### src/rtl/ptw_pkg.sv
package ptw_pkg;

  localparam int unsigned WORD_W      = 32;
  localparam int unsigned ENTRY_SHIFT = 2;

  typedef logic [WORD_W-1:0] word_t;

  typedef enum logic [2:0] {
    ST_IDLE,
    ST_RD_MASTER,
    ST_WT_MASTER,
    ST_RD_SECOND,
    ST_WT_SECOND,
    ST_FINISH
  } walk_state_e;

  typedef enum logic [1:0] {
    LVL_NONE   = 2'd0,
    LVL_MASTER = 2'd1,
    LVL_SECOND = 2'd2
  } fault_lvl_e;

  // Byte address of entry number idx in a table starting at base.
  function automatic word_t entry_addr(input word_t base, input word_t idx);
    return base + (idx << ENTRY_SHIFT);
  endfunction

  // Page-aligned table base carried by an entry.
  function automatic word_t frame_base(input word_t entry, input int unsigned off_bits);
    return (entry >> off_bits) << off_bits;
  endfunction

  function automatic logic entry_present(input word_t entry);
    return entry[0];
  endfunction

endpackage

### src/rtl/ptw_ctrl.sv
module ptw_ctrl
  import ptw_pkg::*;
(
  input  logic clk,
  input  logic rst_n,
  input  logic start,
  input  logic rvalid,
  input  logic entry_ok,
  output logic ready,
  output logic accept,
  output logic issue_master,
  output logic issue_second,
  output logic cap_master,
  output logic cap_second,
  output logic walk_end,
  output logic done
);

  walk_state_e state_q, state_d;

  always_comb begin
    state_d = state_q;
    unique case (state_q)
      ST_IDLE:      if (start) state_d = ST_RD_MASTER;
      ST_RD_MASTER: state_d = ST_WT_MASTER;
      ST_WT_MASTER: if (rvalid) state_d = entry_ok ? ST_RD_SECOND : ST_FINISH;
      ST_RD_SECOND: state_d = ST_WT_SECOND;
      ST_WT_SECOND: if (rvalid) state_d = ST_FINISH;
      ST_FINISH:    state_d = ST_IDLE;
      default:      state_d = ST_IDLE;
    endcase
  end

  always_ff @(posedge clk) begin
    if (!rst_n) state_q <= ST_IDLE;
    else        state_q <= state_d;
  end

  assign ready        = (state_q == ST_IDLE);
  assign accept       = ready && start;
  assign issue_master = (state_q == ST_RD_MASTER);
  assign issue_second = (state_q == ST_RD_SECOND);
  assign cap_master   = (state_q == ST_WT_MASTER) && rvalid;
  assign cap_second   = (state_q == ST_WT_SECOND) && rvalid;
  assign walk_end     = (cap_master && !entry_ok) || cap_second;
  assign done         = (state_q == ST_FINISH);

endmodule

### src/rtl/ptw_addr_path.sv
module ptw_addr_path
  import ptw_pkg::*;
#(
  parameter int unsigned VA_W      = 32,
  parameter int unsigned L1_BITS   = 10,
  parameter int unsigned L2_BITS   = 10,
  parameter int unsigned OFF_BITS  = VA_W - L1_BITS - L2_BITS
) (
  input  logic        clk,
  input  logic        rst_n,
  input  logic        accept,
  input  logic [VA_W-1:0] vaddr,
  input  word_t       root_base,
  input  logic        cap_master,
  input  word_t       rdata,
  input  logic        sel_second,
  output word_t       addr
);

  localparam int unsigned IDX_HI = VA_W - 1;

  logic [L1_BITS-1:0] master_idx_q;
  logic [L2_BITS-1:0] second_idx_q;
  word_t              root_q;
  word_t              second_base_q;

  always_ff @(posedge clk) begin
    if (!rst_n) begin
      master_idx_q  <= '0;
      second_idx_q  <= '0;
      root_q        <= '0;
      second_base_q <= '0;
    end else begin
      if (accept) begin
        master_idx_q <= vaddr[IDX_HI -: L1_BITS];
        second_idx_q <= vaddr[IDX_HI-L1_BITS -: L2_BITS];
        root_q       <= root_base;
      end
      if (cap_master) second_base_q <= frame_base(rdata, OFF_BITS);
    end
  end

  word_t master_addr;
  word_t second_addr;

  assign master_addr = entry_addr(root_q, word_t'(master_idx_q));
  assign second_addr = entry_addr(second_base_q, word_t'(second_idx_q));
  assign addr        = sel_second ? second_addr : master_addr;

endmodule

### src/rtl/ptw_result.sv
module ptw_result
  import ptw_pkg::*;
(
  input  logic       clk,
  input  logic       rst_n,
  input  logic       cap_master,
  input  logic       cap_second,
  input  logic       entry_ok,
  input  word_t      rdata,
  output word_t      pte,
  output logic       fault,
  output logic [1:0] level
);

  always_ff @(posedge clk) begin
    if (!rst_n) begin
      pte   <= '0;
      fault <= 1'b0;
      level <= LVL_NONE;
    end else if (cap_master && !entry_ok) begin
      pte   <= rdata;
      fault <= 1'b1;
      level <= LVL_MASTER;
    end else if (cap_second) begin
      pte   <= rdata;
      fault <= !entry_ok;
      level <= entry_ok ? LVL_NONE : LVL_SECOND;
    end
  end

endmodule

### src/rtl/pt_walker.sv
module pt_walker
  import ptw_pkg::*;
#(
  parameter int unsigned VA_W    = 32,
  parameter int unsigned L1_BITS = 10,
  parameter int unsigned L2_BITS = 10
) (
  input  logic            clk,
  input  logic            rst_n,
  input  logic            walk_req,
  input  logic [VA_W-1:0] walk_vaddr,
  input  logic [31:0]     root_base,
  output logic            walk_ready,
  output logic            mem_req,
  output logic [31:0]     mem_addr,
  input  logic            mem_rvalid,
  input  logic [31:0]     mem_rdata,
  output logic            done,
  output logic [31:0]     result_pte,
  output logic            fault,
  output logic [1:0]      fault_level
);

  localparam int unsigned OFF_BITS = VA_W - L1_BITS - L2_BITS;

  // Named internal events, observed by the bound checker.
  logic walk_accept;
  logic issue_master;
  logic issue_second;
  logic cap_master;
  logic cap_second;
  logic walk_end;
  logic entry_ok;

  assign entry_ok = entry_present(mem_rdata);

  ptw_ctrl u_ctrl (
    .clk          (clk),
    .rst_n        (rst_n),
    .start        (walk_req),
    .rvalid       (mem_rvalid),
    .entry_ok     (entry_ok),
    .ready        (walk_ready),
    .accept       (walk_accept),
    .issue_master (issue_master),
    .issue_second (issue_second),
    .cap_master   (cap_master),
    .cap_second   (cap_second),
    .walk_end     (walk_end),
    .done         (done)
  );

  ptw_addr_path #(
    .VA_W     (VA_W),
    .L1_BITS  (L1_BITS),
    .L2_BITS  (L2_BITS),
    .OFF_BITS (OFF_BITS)
  ) u_addr (
    .clk        (clk),
    .rst_n      (rst_n),
    .accept     (walk_accept),
    .vaddr      (walk_vaddr),
    .root_base  (root_base),
    .cap_master (cap_master),
    .rdata      (mem_rdata),
    .sel_second (issue_second),
    .addr       (mem_addr)
  );

  ptw_result u_result (
    .clk        (clk),
    .rst_n      (rst_n),
    .cap_master (cap_master),
    .cap_second (cap_second),
    .entry_ok   (entry_ok),
    .rdata      (mem_rdata),
    .pte        (result_pte),
    .fault      (fault),
    .level      (fault_level)
  );

  assign mem_req = issue_master || issue_second;

endmodule

### config.mk
export PLATFORM = sky130hd
export DESIGN_NAME = pt_walker
export DESIGN_NICKNAME = d
export VERILOG_FILES = /design/src/rtl/ptw_pkg.sv /design/src/rtl/ptw_ctrl.sv /design/src/rtl/ptw_addr_path.sv /design/src/rtl/ptw_result.sv /design/src/rtl/pt_walker.sv
export SDC_FILE = /design/constraint.sdc
export NUM_CORES = 1
export LEC_CHECK = 0
export BUFFER_PORTS_ARGS = -buffer_cell sky130_fd_sc_hd__buf_4
export CORE_MARGIN = 5
export CORE_UTILIZATION = 50
export CTS_BUF_LIST = sky130_fd_sc_hd__clkbuf_8
export DETAILED_ROUTE_END_ITERATION = 12
export HOLD_SLACK_MARGIN = 0.15
export PLACE_DENSITY_LB_ADDON = 0.2
export SLEW_MARGIN = 10
export SYNTH_ARGS = -nofsm -noshare
export SYNTH_HDL_FRONTEND = slang
export SYNTH_SLANG_ARGS = --single-unit
### constraint.sdc
create_clock -name clk -period 2.55 [get_ports clk]
set_input_delay 0.255 -clock clk [delete_from_list [all_inputs] [get_ports clk]]
set_output_delay 0.255 -clock clk [all_outputs]
set_load 0.05 [all_outputs]
Word level (Yosys, flattened, before mapping). Index checks and enable logic that the tools add are counted.

Flip-flop bits (word level): 110. Input port bits: 100. Output and inout bits: 70. Logic and storage cells: 43.

Add/subtract/negate cells: 2. Equal/unequal tests: 8. Multiplexer cells: 13. Bitwise logic cells: 1. Reduce and logical (&&, ||, !) cells: 10.

Operators by type and width (count): $mux W32 (3); $add A32 B12 Y32 (2); $pmux W3 S5 (1); $mux W3 (4); $eq A3 B2 Y1 const B (2); $eq A3 B3 Y1 const B (2); $ne A2 B2 Y1 const B (3); $logic_and A1 B1 Y1 (4); $mux W1 (4); $eq A3 B1 Y1 const B (1); $logic_not A3 Y1 (1); $reduce_and A3 Y1 (1); $mux W2 (1); $reduce_bool A2 Y1 (1); $reduce_or A2 Y1 (1); $logic_not A1 Y1 (1); $logic_or A1 B1 Y1 (1); $not A1 Y1 (1).

Logic depth before layout (Yosys ltp).
Depth in word-level cells: 4. Mapped depth: 8. Gate-level depth less buffers: 8.

Cells and area by module. A second synthesis with hierarchy kept.

Cell total of the unflattened synthesis: 589. Area, all modules: 5552.8 µm².

By module, submodules not included: ptw_addr_path (instances 1, cells an instance 409, area an instance 3905.0 µm², sequential area each 1441.4 µm²); ptw_result (instances 1, cells an instance 152, area an instance 1440.1 µm², sequential area each 700.7 µm²); ptw_ctrl (instances 1, cells an instance 27, area an instance 201.4 µm², sequential area each 60.1 µm²); pt_walker (instances 1, cells an instance 1, area an instance 6.3 µm², sequential area each 0.0 µm²).

Worst setup path before layout. Ideal clock, no wire load.

Path kind: reg2out. From: reg u_addr.root_q[10]. To: out mem_addr[30]. Arrival time: 2.958 ns. Required time: 2.295 ns. Slack: -0.663 ns. Cell stages (with the launch flop): 8. Path buffers: 0. Cell sequence: dfxtp_1 ha_1 a21o_1 a221oi_4 a21boi_4 nor3_1 xnor2_1 o21ai_0.

Longest elaborated chain between the ends: 2.

RTL lines: start: declaration (line ptw_addr_path.sv:24) `word_t root_q;`; start signal: assignment (line ptw_addr_path.sv:37) `root_q <= root_base;`; $add A32 B12 Y32 (line ptw_pkg.sv:25) `return base + (idx << ENTRY_SHIFT);`; $mux W32 (line ptw_addr_path.sv:48) `assign addr = sel_second ? second_addr : master_addr;`; end: declaration (line pt_walker.sv:15) `output logic [31:0] mem_addr,`.

No other way between the ends.

Worst setup path after layout.
From: reg u_addr.root_q[2]. To: out mem_addr[10].

Same word-level chain as after synthesis.

==> run_results.csv <==
group,metric,value,unit
placed_design,dp_hpwl,10580,um
hold_path,min_path_type,"primary input to flip-flop",
layout,nFillCells,598,
clocking,clock_latency,0.38,ns
logic_synthesis,synth_top_family_by_area,"simple AND/OR/NAND/NOR gates",
setup_path,rrSetupSlack,0.63,ns
logic_synthesis,ys_types,50,
layout,fin_nets,1029,
layout,fin_util,82.29,%
route,viasPerCell,5.371,
sta,setup_ws,-0.2643,ns
setup_path,endpoint_kind,"output port",
clocking,numCtsBuffers,9,
run_status,status,"finished with violations",
logic_synthesis,synth_edf_count,0,
route,vias,5688,
logic_synthesis,synth_xor_area_share,3.986,%
logic_synthesis,synthSimpleGateAreaFrac,24.89,%
logic_synthesis,synthFlopType,"dfxtp_1",
layout,drive_gt1_share,34.24,%
floorplan,num_io_pins,170,
power_and_ir_drop,powerDensity,498.7,mW/mm^2
clocking,cts_tree,"done",
sta,maxClockFrequency,0.3553,GHz
global_route,grt_pass1_vias,5844,
sta,whs,0.1515,ns
run,cap_violations,0,
route,drc_errors,0,
floorplan,initial_core_util,51.08,%
placed_design,post_dp_cell_area,0.006862,sq mm
route,wl_per_cell,17.20,um
clocking,clk_path_buf_depth,2,
logic_synthesis,synth.cell_area,0.005274,sq mm
logic_synthesis,syn_nets,777,
logic_synthesis,synth_cells,666,
setup_path,worstSetupPathType,"flip-flop to output port",
clocking,cts-root-buf,"clkbuf_8",
logic_synthesis,synth.avg_cell_area,7.919,sq um
route,ant_nets,0,
global_route,antenna_found_initial,0,
sta,slew_violations,0,
layout,seqCellArea,0.002225,sq mm
logic_synthesis,async_flop_share,0,%
global_route,grt_use_total,27.53,%
sta,hold_viol_final,0,
floorplan,dieWidth,112.7,um
clocking,path_clk_slew,0.11,ns
floorplan,die_area,0.01270,sq mm
global_route,grt_max_degree,111,
layout,multiInputGateArea,0.003432,sq mm
sta,slew_headroom,40.86,%
setup_path,setup.worst_path.start_class,"flip-flop",
sta,min_period,2.814,ns
logic_synthesis,synth_compound_area_share,23.06,%
placed_design,io_buffers,157,
power_and_ir_drop,peakVddDrop,0.4007,mV
layout,areaGrowthSynthToFinish,61.09,%
route,drt_pass1_iterations,5,
setup_path,worstPathArrival,2.56,ns
setup_path,required,2.30,ns
power_and_ir_drop,p_leak,0.003353,uW
sta,worst_slew_pin_slew,0.8871,ns
floorplan,die_h,112.7,um
logic_synthesis,ys_seq_area_share,41.76,%
route,drtIter0Drc,411,
route,wl,18220,um
layout,antennaDiodeCount,0,
run_status,violations,"setup timing",
sta,post-route-period-util,110.4,%
logic_synthesis,synthAdderAreaFrac,2.752,%
logic_synthesis,synth.area.mux_share,0.3796,%
clocking,cts.sinks,110,
sta,rsz0062_at_grt,"true",
sta,setup_viol,24,
layout,final_area,0.008496,sq mm
clocking,cts_htree_levels,3,
placed_design,gp_congestion,0.8307,
floorplan,core_area,0.01032,sq mm
setup_path,crit_fanout,3,
sta,clock_skew,0.01026,ns
global_route,grt_first_pass_wirelength,28520,um
logic_synthesis,synth_seq_cells,110,
floorplan,rows,37,
global_route,grt-ovfl-total,0,
logic_synthesis,synth-warning-count,0,
## logic make-up after synthesis
| kind of cell | Yosys count |
|---|---|
| AO/OA/AOI/OAI | 170 |
| XOR/XNOR | 24 |
| adder cells (fa/ha/maj) | 11 |
| buffers and inverters | 44 |
| flip-flops | 110 |
| multiplexers | 2 |
| AND/OR/NAND/NOR | 305 |
## state kept, by name, summed over array words and instances (netlist names)
signal / cells
u_result.fault: 1
u_ctrl.state_q: 3
u_addr.second_base_q: 20
u_addr.second_idx_q: 10
u_addr.master_idx_q: 10
u_result.level: 2
u_addr.root_q: 32
u_result.pte: 32
## worst max-delay path, cell delays in order, from the launching register on
cell and delay, ns:
dfxtp_2 0.36, ha_4 0.17, fa_2 0.35, a211oi_2 0.23
o21bai_2 0.15, a31o_2 0.25, a21oi_2 0.17, xor2_1 0.27
o21ai_4 0.08, buf_6 0.15
## routing by layer
metal	up-vias	GRT usage, %	share of wire, %
li1	2723	-	-
met1	2682	30.63	37
met2	214	50.28	53
met3	69	4.920	5.2
met4	0	13.46	4.6
met5	-	0	0
## final timing paths
check | from | endpoint | depth (start not counted)
min | root_base[12] | u_addr.root_q[12] | 3
max reg2reg | u_ctrl.state_q[0] | u_addr.master_idx_q[4] | 5
max | u_addr.root_q[2] | mem_addr[10] | 9
min reg2reg | u_result.pte[26] | u_result.pte[26] | 2
## cell type report
type                    instances  area share, %
clock buffers                   9          1.458
clock inverters                 7         0.9131
inverters                       3         0.1325
multi-input cells             512          40.40
flip-flops and latches        110          26.19
well taps                     136          2.003
repair buffers                282          28.91
## metrics by stage
step                      TNS (ns)  instances  power (uW)  setup slack, ns
after floorplan            -0.2861        666        2546          -0.2861
after global placement    -0.06188        943        2903         -0.06188
after detailed placement   -0.3021        943        2924          -0.1056
after CTS                   -2.528       1048        4181          -0.2045
after global routing        -5.458       1059        4419          -0.3583
final                       -3.486       1059        4237          -0.2643
## cells in the mapped netlist, drive strengths merged (2+ instances only)
| library cell | instances | area [sq um] |
|---|---|---|
| a21boi | 107 | 814.5 |
| a31oi | 4 | 25.02 |
| a21oi | 14 | 70.07 |
| nor2b | 5 | 33.78 |
| nand3b | 2 | 15.01 |
| and3b | 2 | 17.52 |
| and3 | 5 | 32.53 |
| a211oi | 5 | 37.54 |
| nand4 | 2 | 27.53 |
| or3 | 2 | 12.51 |
| nor3 | 3 | 20.02 |
| and2 | 4 | 25.02 |
| nand3 | 7 | 35.03 |
| clkbuf | 39 | 146.4 |
| a21o | 3 | 22.52 |
| dfxtp | 110 | 2202 |
| and4 | 3 | 28.78 |
| o21ai | 30 | 153.9 |
| buf | 2 | 10.01 |
| nor2 | 15 | 56.30 |
| inv | 3 | 11.26 |
| ha | 10 | 125.1 |
| mux2i | 2 | 20.02 |
| xor2 | 6 | 52.55 |
| xnor2 | 18 | 157.7 |
| nand2 | 244 | 915.9 |
| nor3b | 4 | 30.03 |
| nor4b | 2 | 23.77 |
## power breakdown
part           total [uW]  switching [uW]  internal, uW
combinational        1240             708           532
clock                1090             627           467
sequential           1900            89.1          1810
total                4240            1420          2810
## cells in the final DEF (no fill, tap or decap), types with 12 or more instances in the layout
cell type and count:
dlygate4sd3_1 82, nand2_1 242, nor2_1 14, dfxtp_2 18
o21ai_2 12, xnor2_1 13, a21boi_0 104, dfxtp_1 92
buf_6 27, buf_4 170
## timing repair
item,4_1_cts,5_1_grt
hold endpoints to repair,98,0
endpoints found under the setup margin,27,31
hold buffers,82,0
gates resized for setup,82,28
setup buffers,7,11
pin swaps,21,26
Power figures use the tool's default switching activity.
